$ cat config.mk
export PLATFORM = sky130hd
export DESIGN_NAME = irq_steer_ctrl
export DESIGN_NICKNAME = d
export VERILOG_FILES = /design/src/rtl/irq_steer_pkg.sv /design/src/rtl/irq_steer_regs.sv /design/src/rtl/irq_steer_lanes.sv /design/src/rtl/irq_steer_out.sv /design/src/rtl/irq_steer_ctrl.sv
export SDC_FILE = /design/constraint.sdc
export NUM_CORES = 1
export LEC_CHECK = 0
export ABC_AREA = 1
export BUFFER_PORTS_ARGS = -buffer_cell sky130_fd_sc_hd__buf_2
export CAP_MARGIN = 20
export CORE_MARGIN = 3
export CORE_UTILIZATION = 35
export CTS_BUF_LIST = sky130_fd_sc_hd__clkbuf_16
export DETAILED_ROUTE_END_ITERATION = 8
export GPL_ROUTABILITY_DRIVEN = 0
export SLEW_MARGIN = 20
export SYNTH_ARGS = -nofsm -noshare
export SYNTH_HDL_FRONTEND = slang
export SYNTH_SLANG_ARGS = --single-unit
$ cat constraint.sdc
create_clock -name clk_i -period 3 [get_ports clk_i]
set_input_delay 0.6 -clock clk_i [delete_from_list [all_inputs] [get_ports clk_i]]
set_output_delay 0.6 -clock clk_i [all_outputs]
set_load 0.01 [all_outputs]
$ cat src/rtl/irq_steer_pkg.sv
package irq_steer_pkg;
  // word index inside the register window (byte offset >> 2)
  typedef enum logic [2:0] {
    RI_RAW   = 3'd0,
    RI_EN    = 3'd1,
    RI_ROUTE = 3'd2,
    RI_NPEND = 3'd3,
    RI_FPEND = 3'd4
  } reg_idx_e;
endpackage

$ cat src/rtl/irq_steer_regs.sv
module irq_steer_regs
  import irq_steer_pkg::*;
#(
  parameter int N_SRC = 32,
  parameter int DW = 32,
  parameter int AW = 32,
  parameter int WIN_BITS = 5,
  parameter logic [AW-1:0] BASE_ADDR = 32'h9005_0000
) (
  input  logic             clk_i,
  input  logic             rst_ni,
  input  logic             sel_i,
  input  logic             wr_i,
  input  logic [AW-1:0]    addr_i,
  input  logic [DW-1:0]    wdata_i,
  input  logic [N_SRC-1:0] src_i,
  input  logic [N_SRC-1:0] npend_i,
  input  logic [N_SRC-1:0] fpend_i,
  output logic [N_SRC-1:0] en_o,
  output logic [N_SRC-1:0] route_o,
  output logic [DW-1:0]    rdata_o
);
  localparam int IDX_W = WIN_BITS - 2;

  logic             in_win;
  logic [IDX_W-1:0] idx;
  logic             wr_en, wr_route, rd_hit;
  logic [N_SRC-1:0] en_q, route_q;
  logic [DW-1:0]    rd_word, rdata_q;
  logic             unused_bits;

  assign in_win   = sel_i && (addr_i[AW-1:WIN_BITS] == BASE_ADDR[AW-1:WIN_BITS]);
  assign idx      = addr_i[WIN_BITS-1:2];
  assign wr_en    = in_win && wr_i && (idx == IDX_W'(RI_EN));
  assign wr_route = in_win && wr_i && (idx == IDX_W'(RI_ROUTE));
  assign rd_hit   = in_win && !wr_i;
  assign unused_bits = ^{addr_i[1:0], wdata_i};

  always_ff @(posedge clk_i or negedge rst_ni) begin
    if (!rst_ni) begin
      en_q    <= '0;
      route_q <= '0;
    end else begin
      if (wr_en)    en_q    <= wdata_i[N_SRC-1:0];
      if (wr_route) route_q <= wdata_i[N_SRC-1:0];
    end
  end

  always_comb begin
    rd_word = '0;
    case (idx)
      IDX_W'(RI_RAW):   rd_word[N_SRC-1:0] = src_i;
      IDX_W'(RI_EN):    rd_word[N_SRC-1:0] = en_q;
      IDX_W'(RI_ROUTE): rd_word[N_SRC-1:0] = route_q;
      IDX_W'(RI_NPEND): rd_word[N_SRC-1:0] = npend_i;
      IDX_W'(RI_FPEND): rd_word[N_SRC-1:0] = fpend_i;
      default:          rd_word = '0;
    endcase
  end

  always_ff @(posedge clk_i or negedge rst_ni) begin
    if (!rst_ni)     rdata_q <= '0;
    else if (rd_hit) rdata_q <= rd_word;
  end

  assign en_o    = en_q;
  assign route_o = route_q;
  assign rdata_o = rdata_q;
endmodule

$ cat src/rtl/irq_steer_lanes.sv
module irq_steer_lanes #(
  parameter int N_SRC = 32
) (
  input  logic [N_SRC-1:0] src_i,
  input  logic [N_SRC-1:0] en_i,
  input  logic [N_SRC-1:0] route_i,
  output logic [N_SRC-1:0] npend_o,
  output logic [N_SRC-1:0] fpend_o
);
  for (genvar g = 0; g < N_SRC; g++) begin : g_lane
    logic live;
    assign live       = src_i[g] & en_i[g];
    assign npend_o[g] = live & ~route_i[g];
    assign fpend_o[g] = live &  route_i[g];
  end
endmodule

$ cat src/rtl/irq_steer_out.sv
module irq_steer_out #(
  parameter int N_SRC = 32
) (
  input  logic             clk_i,
  input  logic             rst_ni,
  input  logic [N_SRC-1:0] npend_i,
  input  logic [N_SRC-1:0] fpend_i,
  output logic             irq_o,
  output logic             fiq_o
);
  logic irq_q, fiq_q;

  // registered so the processor pins see glitch-free levels
  always_ff @(posedge clk_i or negedge rst_ni) begin
    if (!rst_ni) begin
      irq_q <= 1'b0;
      fiq_q <= 1'b0;
    end else begin
      irq_q <= |npend_i;
      fiq_q <= |fpend_i;
    end
  end

  assign irq_o = irq_q;
  assign fiq_o = fiq_q;
endmodule

$ cat src/rtl/irq_steer_ctrl.sv
module irq_steer_ctrl #(
  parameter int N_SRC = 32,
  parameter int DW = 32,
  parameter int AW = 32,
  parameter int WIN_BITS = 5,
  parameter logic [AW-1:0] BASE_ADDR = 32'h9005_0000
) (
  input  logic             clk_i,
  input  logic             rst_ni,
  input  logic             sel_i,
  input  logic             wr_i,
  input  logic [AW-1:0]    addr_i,
  input  logic [DW-1:0]    wdata_i,
  output logic [DW-1:0]    rdata_o,
  input  logic [N_SRC-1:0] src_i,
  output logic             irq_o,
  output logic             fiq_o
);
  logic [N_SRC-1:0] mask_q, level_q, npend, fpend;

  irq_steer_regs #(
    .N_SRC(N_SRC), .DW(DW), .AW(AW), .WIN_BITS(WIN_BITS), .BASE_ADDR(BASE_ADDR)
  ) u_regs (
    .clk_i(clk_i), .rst_ni(rst_ni), .sel_i(sel_i), .wr_i(wr_i),
    .addr_i(addr_i), .wdata_i(wdata_i), .src_i(src_i),
    .npend_i(npend), .fpend_i(fpend),
    .en_o(mask_q), .route_o(level_q), .rdata_o(rdata_o)
  );

  irq_steer_lanes #(.N_SRC(N_SRC)) u_lanes (
    .src_i(src_i), .en_i(mask_q), .route_i(level_q),
    .npend_o(npend), .fpend_o(fpend)
  );

  irq_steer_out #(.N_SRC(N_SRC)) u_out (
    .clk_i(clk_i), .rst_ni(rst_ni), .npend_i(npend), .fpend_i(fpend),
    .irq_o(irq_o), .fiq_o(fiq_o)
  );
endmodule

Yosys cells after proc, flatten, opt, wreduce, memory -nomap -nowiden. Cells that the tools add are included.

Input bits: 100. Word-level logic and storage cells: 148. Memory bits (writable): 0. Memories kept: 0. Register bits: 98. Latch bits: 0. Memory bits (read-only): 0.

Divide/modulo/power cells: 0. Shift operators: 0. Add/sub/neg operators: 0. Equality and inequality tests: 5. $lt $le $gt $ge: 0. Multipliers: 0. Multiplexer cells: 1. Reductions and logical operators: 9. Bitwise logic cells: 128.

Operators by type and width (count): 32-bit one-hot mux with 5 select lines (1); 1-bit bitwise AND (96); 32-bit OR reduction (2); 1-bit inverter (32); 27-bit equality test (second input constant) (1); 3-bit by 2-bit equality test with 1-bit output (second input constant) (2); 1-bit logical AND (5); 3-bit by 1-bit equality test with 1-bit output (second input constant) (1); 3-bit equality test (second input constant) (1); 3-bit zero test (1); 1-bit zero test (1).

Logic depth before layout (Yosys ltp).
Depth in word-level cells: 4. Gate-level depth with buffers: 10.

By module. Synthesis repeated with hierarchy kept, for this count alone.

Cells, all modules: 1067. Area total of the unflattened synthesis: 6777.8 µm².

By module, submodules not included: irq_steer_regs (instances 1, cells each 847, seq. area each 2402.3 µm², area each 5889.4 µm²); irq_steer_lanes (instances 1, cells each 128, seq. area each 0.0 µm², area each 480.5 µm²); irq_steer_out (instances 1, cells each 92, seq. area each 50.0 µm², area each 407.9 µm²).

Worst setup path before layout. No wires, ideal clock.

Path type: in2reg. Start point: in addr_i[24]. End point: reg u_regs.rdata_q[10], in the netlist u_regs.rdata_o[10]. Cell stages on the path: 8. Library setup time: 0.119 ns. Buffers on the path: 1. Arrival: 1.462 ns. Slack: 1.419 ns. Cell sequence: nor2_1 -> and2_1 -> nand3_1 -> nor2_4 -> nand2_2 -> clkbuf_1 -> nand2_1 -> nand2_1.

Cells in the longest elaborated chain, start to end: 3.

RTL lines: from (decl) (line irq_steer_ctrl.sv:12) `input logic [AW-1:0] addr_i,`; 27-bit equality test (line irq_steer_regs.sv:32) `assign in_win = sel_i && (addr_i[AW-1:WIN_BITS] == BASE_ADDR[AW-1:WIN_BITS]);`; 1-bit logical AND (line irq_steer_regs.sv:32); 1-bit logical AND (line irq_steer_regs.sv:36) `assign rd_hit = in_win && !wr_i;`; to (signal assigned) (line irq_steer_regs.sv:63) `else if (rd_hit) rdata_q <= rd_word;`; to (decl) (line irq_steer_regs.sv:29) `logic [DW-1:0] rd_word, rdata_q;`.

Every way passes these cells. A chain may end at the register's enable or synchronous reset.

Worst setup path in the final report.
Start point: in addr_i[4]. End point: reg u_regs.route_q[17], in the netlist u_regs.route_o[17].

Cells in the longest elaborated chain, start to end: 2.

RTL lines: 3-bit by 2-bit equality test with 1-bit output (line irq_steer_regs.sv:35) `assign wr_route = in_win && wr_i && (idx == IDX_W'(RI_ROUTE));`; 1-bit logical AND (line irq_steer_regs.sv:35); to (signal assigned) (line irq_steer_regs.sv:45) `if (wr_route) route_q <= wdata_i[N_SRC-1:0];`; to (decl) (line irq_steer_regs.sv:28) `logic [N_SRC-1:0] en_q, route_q;`.

Every way passes these cells.

==> results.cfg <==
[sta]
worst_slew_pin_slew_ns = 0.732
relSlewSlack_pct = 51.2
clock.fmax_mhz = 527
tns_ns = 0
rsz0062_at_grt = false
min_period_over_period_pct = 63.2
setup_viol = 0
fin_skew_ns = 0.00585
finalHoldViolCount = 0
slew_violations = 0
period_needed_ns = 1.90

[critical_path]
critPathLaunchType = input pin
critPathRequiredTime_ns = 3.25
cp_max_fo = 51
startpoint = addr_i[4]
cp-end-kind = flip-flop
reg2reg_from = u_regs.en_o[2]
path_cells = buf_2 -> inv_2 -> nand3_2 -> inv_2 -> buf_12 -> nand3_2 -> buf_4 -> nand2_1 -> nand2_1
critPathMaxStageDelay_ns = 0.30
timing.rr.end = u_out.irq_o
r2r_slack_ns = 1.64
cp.arrival_ns = 2.15
path_delay_family = buffers and inverters
crit_slowest_cell = buf_12
worstRegToRegCells = 5
crit_type = in2reg
path_buf_inv = 5

[logic_synthesis]
syn-num-nets = 1019
synth_cells = 919
ys_seq_elements = 98
syn_avg_cell_area_um2 = 6.83
synth_cell_types = 20
synthesis.area_mm2 = 0.00627
yosys_warnings = 0
synth_seq_area_share_pct = 39.1

[route]
viasPerCell = 5.38
drt_pass1_iterations = 7
num_vias = 6748
ant_nets = 0
drt_wl_total_mm = 21.5
routedWlPerCell_um = 17.2
drt_iter0_drc = 572
drc = 0

[placement]
place_hpwl_mm = 15.0
io_buffers = 131
dpl.cell_count = 1236

[grt]
antenna_found_initial = 4
grt_remaining_overflow = 0
grt_pass1_vias = 6266
grt_pass1_wl_mm = 34.4
grt_use_total_pct = 21.9
grt_max_degree = 67

[floorplan]
ios = 134
die_h_um = 140
rows = 48
die_area_mm2 = 0.0196
start_util_pct = 36.0
fp.dieW_um = 140
core_region_area_mm2 = 0.0174

[layout]
mostFrequentLayoutCells = 283 x nand2_1, 142 x nand4_1, 133 x nor2_1
finalNonFillerCells = 1254
drive_gt1_share_pct = 18.2
nFillCells = 1837
ff_latch_area_mm2 = 0.00245
multi_input_area_mm2 = 0.00330
nets = 1122
syn2layout_area_growth_pct = 18.4
final_common_cell = nand2_1

[pwr]
clkPwrFrac_pct = 42.3
p_int_uw = 2050
p_seq_share_pct = 47.2
powerDensity_mw_per_mm2 = 376
combPwrFrac_pct = 10.5
netSwitchingPower_uw = 744
swShare_pct = 26.6
ir_worst_vdd_v = 0.000270
leakage_uw = 0.00395

[clocking]
clock_latency_ns = 0.36
cts_max_level = 3
postCtsResizedCells = 0
cts_sinks = 98
cts_tree = built
cts_made_buffers = 9
cts_setup_buffers = 0
clockRootBuffer = clkbuf_16
hold_buffers = 0
clk_pin_slew_ns = 0.07
clock_path_buffers = 2

[status]
status = finished, final reports clean

[flow_run]
maxCapViolations = 0

[hold_path]
hold_path_class = in2async
-- power by group through the flow --
| stage | registers (µW) | clock network (µW) | logic (µW) |
|---|---|---|---|
| 2_1_floorplan | 1350 | 0 | 116 |
| 5_1_grt | 1320 | 1260 | 317 |
| 3_5_place_dp | 1350 | 0 | 289 |
| 4_1_cts | 1320 | 1200 | 290 |
| 6_report | 1320 | 1180 | 293 |
| 3_3_place_gp | 1350 | 0 | 286 |
-- metrics by stage --
stage                     utilization, %  setup WS [ns]  hold slack [ns]  total power (µW)  instance area [µm²]
after detailed placement            40.9          0.761            0.461              1630                 7130
after CTS                           42.6           1.13            0.267              2810                 7430
after floorplan                        -           1.42            0.304              1460                 6270
after global routing                42.7           1.03            0.287              2900                 7430
final                               42.7           1.10            0.255              2790                 7430
after global placement              40.9          0.820            0.457              1630                 7130
-- sequential cells by signal (all words and copies together) (netlist names) --
register / flops
u_out.fiq_o: 1
u_out.irq_o: 1
u_regs.en_o: 32
u_regs.rdata_o: 32
u_regs.route_o: 32
-- layer usage --
metal  part of all wire, %  vias up  global-route usage, %
met5                  0.13        -                      0
met2                    47      256                   33.8
met4                   1.4        4                   6.43
met3                   6.8       28                   3.85
li1                      -     3291                      -
met1                    45     3169                   31.6
-- how the worst max path moves through the flow --
| stage | endpoint | slack, ns | depth (start not counted) |
|---|---|---|---|
| floorplan | u_regs.rdata_o[10] | 1.42 | 8 |
| global placement | u_regs.route_o[20] | 0.82 | 9 |
| detailed placement | u_regs.route_o[18] | 0.76 | 9 |
| CTS | u_regs.route_o[17] | 1.13 | 9 |
| global route | u_regs.route_o[12] | 1.03 | 9 |
| finish | u_regs.route_o[17] | 1.10 | 9 |
-- kinds of logic (layout without fill, tap and decap cells) --
group	count (synthesis)	in the layout	synth area share [%]
AO/OA/AOI/OAI	1	1	0.0797
AND/OR/NAND/NOR	703	703	52.5
flip-flops	98	98	39.1
other	0	2	0
buffers and inverters	117	225	8.38
-- Yosys cell counts --
cell | n | share of area [%]
nand2_2 | 2 | 0.20
nand3b_1 | 30 | 3.6
buf_1 | 7 | 0.42
nand2_1 | 283 | 17
nand4_1 | 142 | 14
and2_1 | 2 | 0.20
dfrtp_1 | 98 | 39
nor3b_1 | 2 | 0.24
buf_2 | 33 | 2.6
inv_2 | 4 | 0.24
clkbuf_1 | 18 | 1.1
and2_0 | 1 | 0.10
nand3_2 | 3 | 0.48
buf_6 | 6 | 1.1
o21ai_1 | 1 | 0.080
nor2_1 | 134 | 8.0
or2_2 | 2 | 0.20
nand3_1 | 100 | 8.0
inv_1 | 49 | 2.9
nor2_4 | 2 | 0.36
-- area by class of cell --
| cell class | instances | area share, % |
|---|---|---|
| Multi-Input combinational cell | 704 | 44.4 |
| Sequential cell | 98 | 33.0 |
| Timing Repair Buffer | 156 | 12.1 |
| Tap cell | 225 | 3.79 |
| Clock buffer | 9 | 3.03 |
| Inverter | 53 | 2.68 |
| Clock inverter | 7 | 0.943 |
| Antenna cell | 2 | 0.0674 |
Note: power is estimated with default switching activity, not from simulation.
